===== src/rtl/exp_screen_pkg.sv =====
package exp_screen_pkg;

    localparam int EXP_W  = 8;
    localparam int FRAC_W = 23;
    localparam int WORD_W = 1 + EXP_W + FRAC_W;
    localparam int MAG_W  = WORD_W - 1;
    localparam int BIAS   = (1 << (EXP_W - 1)) - 1;

    localparam int NUM_THR       = 2;
    localparam int THR_UPPER_IDX = 0;
    localparam int THR_LOWER_IDX = 1;

    // 89.0 = 1.390625 * 2^6 ; 2^-25 = 1.0 * 2^-25
    localparam int UPPER_EXP_UNB = 6;
    localparam logic [FRAC_W-1:0] UPPER_FRAC = FRAC_W'(23'h320000);
    localparam int LOWER_EXP_UNB = -25;

    typedef enum logic [2:0] {
        SCR_NAN,
        SCR_POS_INF,
        SCR_NEG_INF,
        SCR_OVER,
        SCR_UNDER,
        SCR_TINY,
        SCR_NONE
    } scr_class_e;

    typedef struct packed {
        logic gt;
        logic eq;
        logic lt;
    } cmp_code_t;

    typedef struct packed {
        logic              bypass;
        logic              one_plus_x;
        logic [WORD_W-1:0] result;
    } scr_out_t;

    typedef struct packed {
        scr_out_t  scr;
        cmp_code_t cmp;
    } stage_t;

    localparam int STAGE_W = $bits(stage_t);

    function automatic logic [WORD_W-1:0] fp_pack(input logic s, input int unb_exp,
                                                  input logic [FRAC_W-1:0] f);
        logic [EXP_W-1:0] e;
        e = EXP_W'(unb_exp + BIAS);
        return {s, e, f};
    endfunction

    function automatic logic [WORD_W-1:0] fp_one();
        return fp_pack(1'b0, 0, '0);
    endfunction

    function automatic logic [WORD_W-1:0] fp_pos_inf();
        return {1'b0, {EXP_W{1'b1}}, {FRAC_W{1'b0}}};
    endfunction

    function automatic logic [WORD_W-1:0] fp_pos_zero();
        return '0;
    endfunction

    function automatic logic [WORD_W-1:0] thr_value(input int idx);
        if (idx == THR_UPPER_IDX)
            return fp_pack(1'b0, UPPER_EXP_UNB, UPPER_FRAC);
        else
            return fp_pack(1'b0, LOWER_EXP_UNB, '0);
    endfunction

endpackage


===== src/rtl/fp_cmp3.sv =====
module fp_cmp3
    import exp_screen_pkg::*;
(
    input  logic [WORD_W-1:0] a,
    input  logic [WORD_W-1:0] b,
    output cmp_code_t         code
);

    logic             sign_a;
    logic             sign_b;
    logic [MAG_W-1:0] mag_a;
    logic [MAG_W-1:0] mag_b;
    logic             both_zero;
    logic             mag_gt;
    logic             mag_eq;

    assign sign_a    = a[WORD_W-1];
    assign sign_b    = b[WORD_W-1];
    assign mag_a     = a[MAG_W-1:0];
    assign mag_b     = b[MAG_W-1:0];
    assign both_zero = (mag_a == '0) && (mag_b == '0);
    assign mag_gt    = mag_a > mag_b;
    assign mag_eq    = mag_a == mag_b;

    always_comb begin
        code = '0;
        if (both_zero || ((sign_a == sign_b) && mag_eq)) begin
            code.eq = 1'b1;
        end else if (sign_a != sign_b) begin
            if (!sign_a) code.gt = 1'b1;
            else         code.lt = 1'b1;
        end else if (!sign_a) begin
            if (mag_gt) code.gt = 1'b1;
            else        code.lt = 1'b1;
        end else begin
            if (mag_gt) code.lt = 1'b1;
            else        code.gt = 1'b1;
        end
    end

endmodule


===== src/rtl/exp_screen_classify.sv =====
module exp_screen_classify
    import exp_screen_pkg::*;
(
    input  logic [WORD_W-1:0] x,
    output scr_class_e        cls
);

    logic [EXP_W-1:0]  exp_field;
    logic [FRAC_W-1:0] frac_field;
    logic              sign_bit;
    logic              exp_max;
    logic              frac_nz;
    logic [WORD_W-1:0] abs_word;
    cmp_code_t         thr_code [NUM_THR];

    assign sign_bit   = x[WORD_W-1];
    assign exp_field  = x[WORD_W-2 -: EXP_W];
    assign frac_field = x[FRAC_W-1:0];
    assign exp_max    = &exp_field;
    assign frac_nz    = |frac_field;
    assign abs_word   = {1'b0, x[MAG_W-1:0]};

    for (genvar t = 0; t < NUM_THR; t++) begin : g_thr
        fp_cmp3 u_thr_cmp (
            .a    (abs_word),
            .b    (thr_value(t)),
            .code (thr_code[t])
        );
    end

    always_comb begin
        if (exp_max && frac_nz)
            cls = SCR_NAN;
        else if (exp_max)
            cls = sign_bit ? SCR_NEG_INF : SCR_POS_INF;
        else if (thr_code[THR_UPPER_IDX].gt)
            cls = sign_bit ? SCR_UNDER : SCR_OVER;
        else if (thr_code[THR_LOWER_IDX].lt)
            cls = SCR_TINY;
        else
            cls = SCR_NONE;
    end

endmodule


===== src/rtl/exp_screen_result.sv =====
module exp_screen_result
    import exp_screen_pkg::*;
(
    input  logic [WORD_W-1:0] x,
    input  scr_class_e        cls,
    output scr_out_t          out
);

    always_comb begin
        out = '0;
        unique case (cls)
            SCR_NAN: begin
                out.bypass = 1'b1;
                out.result = x;
            end
            SCR_POS_INF, SCR_OVER: begin
                out.bypass = 1'b1;
                out.result = fp_pos_inf();
            end
            SCR_NEG_INF, SCR_UNDER: begin
                out.bypass = 1'b1;
                out.result = fp_pos_zero();
            end
            SCR_TINY: begin
                out.bypass     = 1'b1;
                out.one_plus_x = 1'b1;
                out.result     = fp_one();
            end
            default: out = '0;
        endcase
    end

endmodule


===== src/rtl/exp_screen_outreg.sv =====
module exp_screen_outreg #(
    parameter bit REG_OUT = 1'b1,
    parameter int WIDTH   = 8
) (
    input  logic             clk,
    input  logic             rst,
    input  logic [WIDTH-1:0] d,
    output logic [WIDTH-1:0] q
);

    if (REG_OUT) begin : g_reg
        always_ff @(posedge clk) begin
            if (rst) q <= '0;
            else     q <= d;
        end
    end else begin : g_wire
        logic unused_ctl;
        assign unused_ctl = clk ^ rst;
        assign q = d;
    end

endmodule


===== src/rtl/exp_screen.sv =====
module exp_screen
    import exp_screen_pkg::*;
#(
    parameter bit REG_OUT = 1'b1
) (
    input  logic              clk,
    input  logic              rst,
    input  logic [WORD_W-1:0] x_in,
    input  logic [WORD_W-1:0] cmp_a,
    input  logic [WORD_W-1:0] cmp_b,
    output logic              bypass,
    output logic              one_plus_x,
    output logic [WORD_W-1:0] result,
    output logic [2:0]        cmp_code
);

    scr_class_e cls;
    scr_out_t   scr_d;
    cmp_code_t  cmp_d;
    stage_t     stage_d;
    stage_t     stage_q;

    exp_screen_classify u_classify (
        .x   (x_in),
        .cls (cls)
    );

    exp_screen_result u_result (
        .x   (x_in),
        .cls (cls),
        .out (scr_d)
    );

    fp_cmp3 u_user_cmp (
        .a    (cmp_a),
        .b    (cmp_b),
        .code (cmp_d)
    );

    assign stage_d.scr = scr_d;
    assign stage_d.cmp = cmp_d;

    exp_screen_outreg #(
        .REG_OUT (REG_OUT),
        .WIDTH   (STAGE_W)
    ) u_outreg (
        .clk (clk),
        .rst (rst),
        .d   (stage_d),
        .q   (stage_q)
    );

    assign bypass     = stage_q.scr.bypass;
    assign one_plus_x = stage_q.scr.one_plus_x;
    assign result     = stage_q.scr.result;
    assign cmp_code   = stage_q.cmp;

endmodule


===== config.mk =====
export PLATFORM = sky130hd
export DESIGN_NAME = exp_screen
export DESIGN_NICKNAME = d
export VERILOG_FILES = /design/src/rtl/exp_screen_pkg.sv /design/src/rtl/fp_cmp3.sv /design/src/rtl/exp_screen_classify.sv /design/src/rtl/exp_screen_result.sv /design/src/rtl/exp_screen_outreg.sv /design/src/rtl/exp_screen.sv
export SDC_FILE = /design/constraint.sdc
export NUM_CORES = 1
export LEC_CHECK = 0
export BUFFER_PORTS_ARGS = -buffer_cell sky130_fd_sc_hd__buf_2
export CAP_MARGIN = 25
export CORE_MARGIN = 1.5
export CORE_UTILIZATION = 39
export DETAILED_ROUTE_END_ITERATION = 8
export GPL_ROUTABILITY_DRIVEN = 1
export PLACE_DENSITY = 0.77
export RECOVER_POWER = 25
export REMOVE_ABC_BUFFERS = 1
export SLEW_MARGIN = 10
export SYNTH_ARGS = -nofsm -noshare
export SYNTH_HDL_FRONTEND = slang
export SYNTH_SLANG_ARGS = --single-unit

===== constraint.sdc =====
create_clock -name clk -period 2.21 [get_ports clk]
set_clock_uncertainty 0.1 [all_clocks]
set_input_delay 0.3315 -clock clk [delete_from_list [all_inputs] [get_ports clk]]
set_output_delay 0.3315 -clock clk [all_outputs]
set_load 0.005 [all_outputs]

==> impl_metrics.toml <==
[cts]
cts_tree = "done"
cts_buffers = 5
clk_pin_slew_ps = 80
numClockSinks = 37
postCtsHoldBufs = 0
htree_levels = 2
cts_resized = 0
cts_setup_buffers = 0
cts.path.max_buffers = 2
cts-root-buf = "clkbuf_8"

[synthesis]
synth.top_cell.area_share = 0.342
synth_cell_types = 41
synth.avg_cell_area_um2 = 8.90
synth_area_mm2 = 0.00216
synth-edff-count = 0
synth_seq_cells = 37
yosys-top-cells-area = "dfxtp_1, ha_1, and2_1, nor4_1, inv_1"
yosysTopAreaCell = "dfxtp_1"
synth_ff_type = "dfxtp_1"
async_flop_share = 0
synth_cells = 243
ys_seq_area_frac = 0.342
synth.top_cells.by_count = "dfxtp_1, inv_1, ha_1"
post-synth-top-count-cell = "dfxtp_1"
ys_warn_count = 0

[drt]
vias = 2308
drc = 0
drtIter0Drc = 35
viasPerCell = 4.97
antenna_left = 0
wire_per_inst_um = 13.0
wl_met2_mm = 2.91
top_layer = "met4"
m1WireLength_mm = 2.61
drt-total-wl_mm = 6.02
dr.pass1.iters = 4
routed-wl-met3_um = 350

[cells_and_area]
layout.nets = 522
nFillCells = 493
drive_above_1_share = 0.393
area_growth_pct = 45.1
regMostFlops = "u_outreg.q"
largest_reg_flops = 37
diodes = 0
top_regs = "u_outreg.q x37"
fin_util = 0.599
final_area_mm2 = 0.00314

[placed_design]
place.gp.congestion = 0.942
numPortBuffers = 134
pre_cts_ws_ps = -110
dpl.hpwl_mm = 5.28
place_area_mm2 = 0.00301

[run]
maxCapViolations = 0

[sta]
setup_viol = 0
rsz0062_at_grt = "false"
fmax_mhz = 488
layout_min_cycle_time_ps = 2050
tightest_slew_ps = 394
timing_hold_violations_final = 0
fin_crit_sh = 0.928
slew_headroom = 0.735
slew_violations = 0
worst_slack_ps = 159

[global_route]
first_global_vias = 2327
grt_overflow = 0
grt_max_degree = 25
grt_pass1_wl_mm = 9.86
gr-usage-all-layers = 0.202
antenna_found_initial = 0

[floorplanning]
die_w_um = 77.5
die_y_um = 77.5
io_pins = 135
core.rowCount = 26
initial_core_util = 0.413
core_mm2 = 0.00524
dieArea_mm2 = 0.00600

[power_and_ir_drop]
p_per_area_mw_per_mm2 = 548
leakage_nw = 1.70
ir_drop_v = 0.000355
power_frac_seq = 0.400
p_int_mw = 1.31
switching_share = 0.238
p_switching_mw = 0.409
pwr-share-clk = 0.402
p_comb_frac = 0.198

[critical_path]
cp.required_ps = 2340
cp-end-kind = "register"
critPathArrivalTime_ps = 2180
worstSetupPathType = "in2reg"
critPathLaunchType = "primary input"
endpoint = "u_outreg.q[2]"
startpoint = "cmp_b[3]"
cp_max_fo = 2

[run_status]
outcome = "finished clean"

[hold_path]
hold_path.class = "in2reg"
==> critical path: stages <==
cell and delay [ps]:
buf_2 90, inv_1 40, ha_1 300, a21o_1 210, a2111oi_4 330, a21oi_1 100, or3_4 340, a221oi_2 260
and3b_1 190
==> per-stage QoR <==
step	hold WS [ps]	std cells	TNS, ps	total power, mW
after floorplan	301	239	0	0.855
after global placement	452	456	-141	1.03
after detailed placement	453	456	-195	1.04
after CTS	147	464	0	1.74
after global routing	151	464	0	1.81
final	157	464	0	1.72
==> routing by layer <==
layer,GRT usage,up-vias
met4,0.0727,0
li1,-,1181
met1,0.231,1018
met2,0.368,94
met3,0.0435,15
met5,0,-
==> cell type report <==
cell class / instances / area, µm² / share of cell area
clock buffers: 5 / 68.8 / 0.0219
clock inverters: 3 / 68.8 / 0.0219
repair buffers: 147 / 758 / 0.242
well taps: 70 / 87.6 / 0.0279
flip-flops and latches: 37 / 741 / 0.236
multi-input cells: 167 / 1280 / 0.409
inverters: 35 / 131 / 0.0419
==> power groups by stage <==
stage	combinational, mW	sequential [mW]	clock (mW)
final	0.341	0.688	0.691
after detailed placement	0.340	0.704	0
after CTS	0.343	0.689	0.708
after global routing	0.384	0.690	0.737
after floorplan	0.148	0.707	0
after global placement	0.331	0.704	0
==> cells in the final DEF (no fill, tap or decap), types with 6 or more instances in the layout <==
| master | count |
|---|---|
| ha_1 | 31 |
| inv_1 | 35 |
| buf_2 | 126 |
| buf_4 | 13 |
| dfxtp_1 | 37 |
| nor2_1 | 8 |
| and2_1 | 24 |
| a21oi_1 | 15 |
| nor4_1 | 21 |
| clkbuf_1 | 8 |
| nand4_1 | 11 |
| and3_1 | 6 |
==> worst min-delay path by stage <==
stage / from / to / slack (ps) / depth (start not counted)
global placement: x_in[7] / u_outreg.q[10] / 450 / 2
global route: x_in[13] / u_outreg.q[16] / 150 / 2
finish: x_in[10] / u_outreg.q[13] / 160 / 2
detailed placement: x_in[10] / u_outreg.q[13] / 450 / 2
floorplan: rst / u_outreg.q[26] / 300 / 1
CTS: x_in[10] / u_outreg.q[13] / 150 / 2
==> kinds of logic (layout without fill, tap and decap cells) <==
family	after synthesis	in the layout	synth area share
xor+xnor	1	1	0.00405
flops	37	37	0.342
compound gates	44	44	0.151
simple gates	91	91	0.256
fa+ha+maj	31	31	0.179
buf+inv	39	190	0.0677
(Power assumes the default switching activity.)
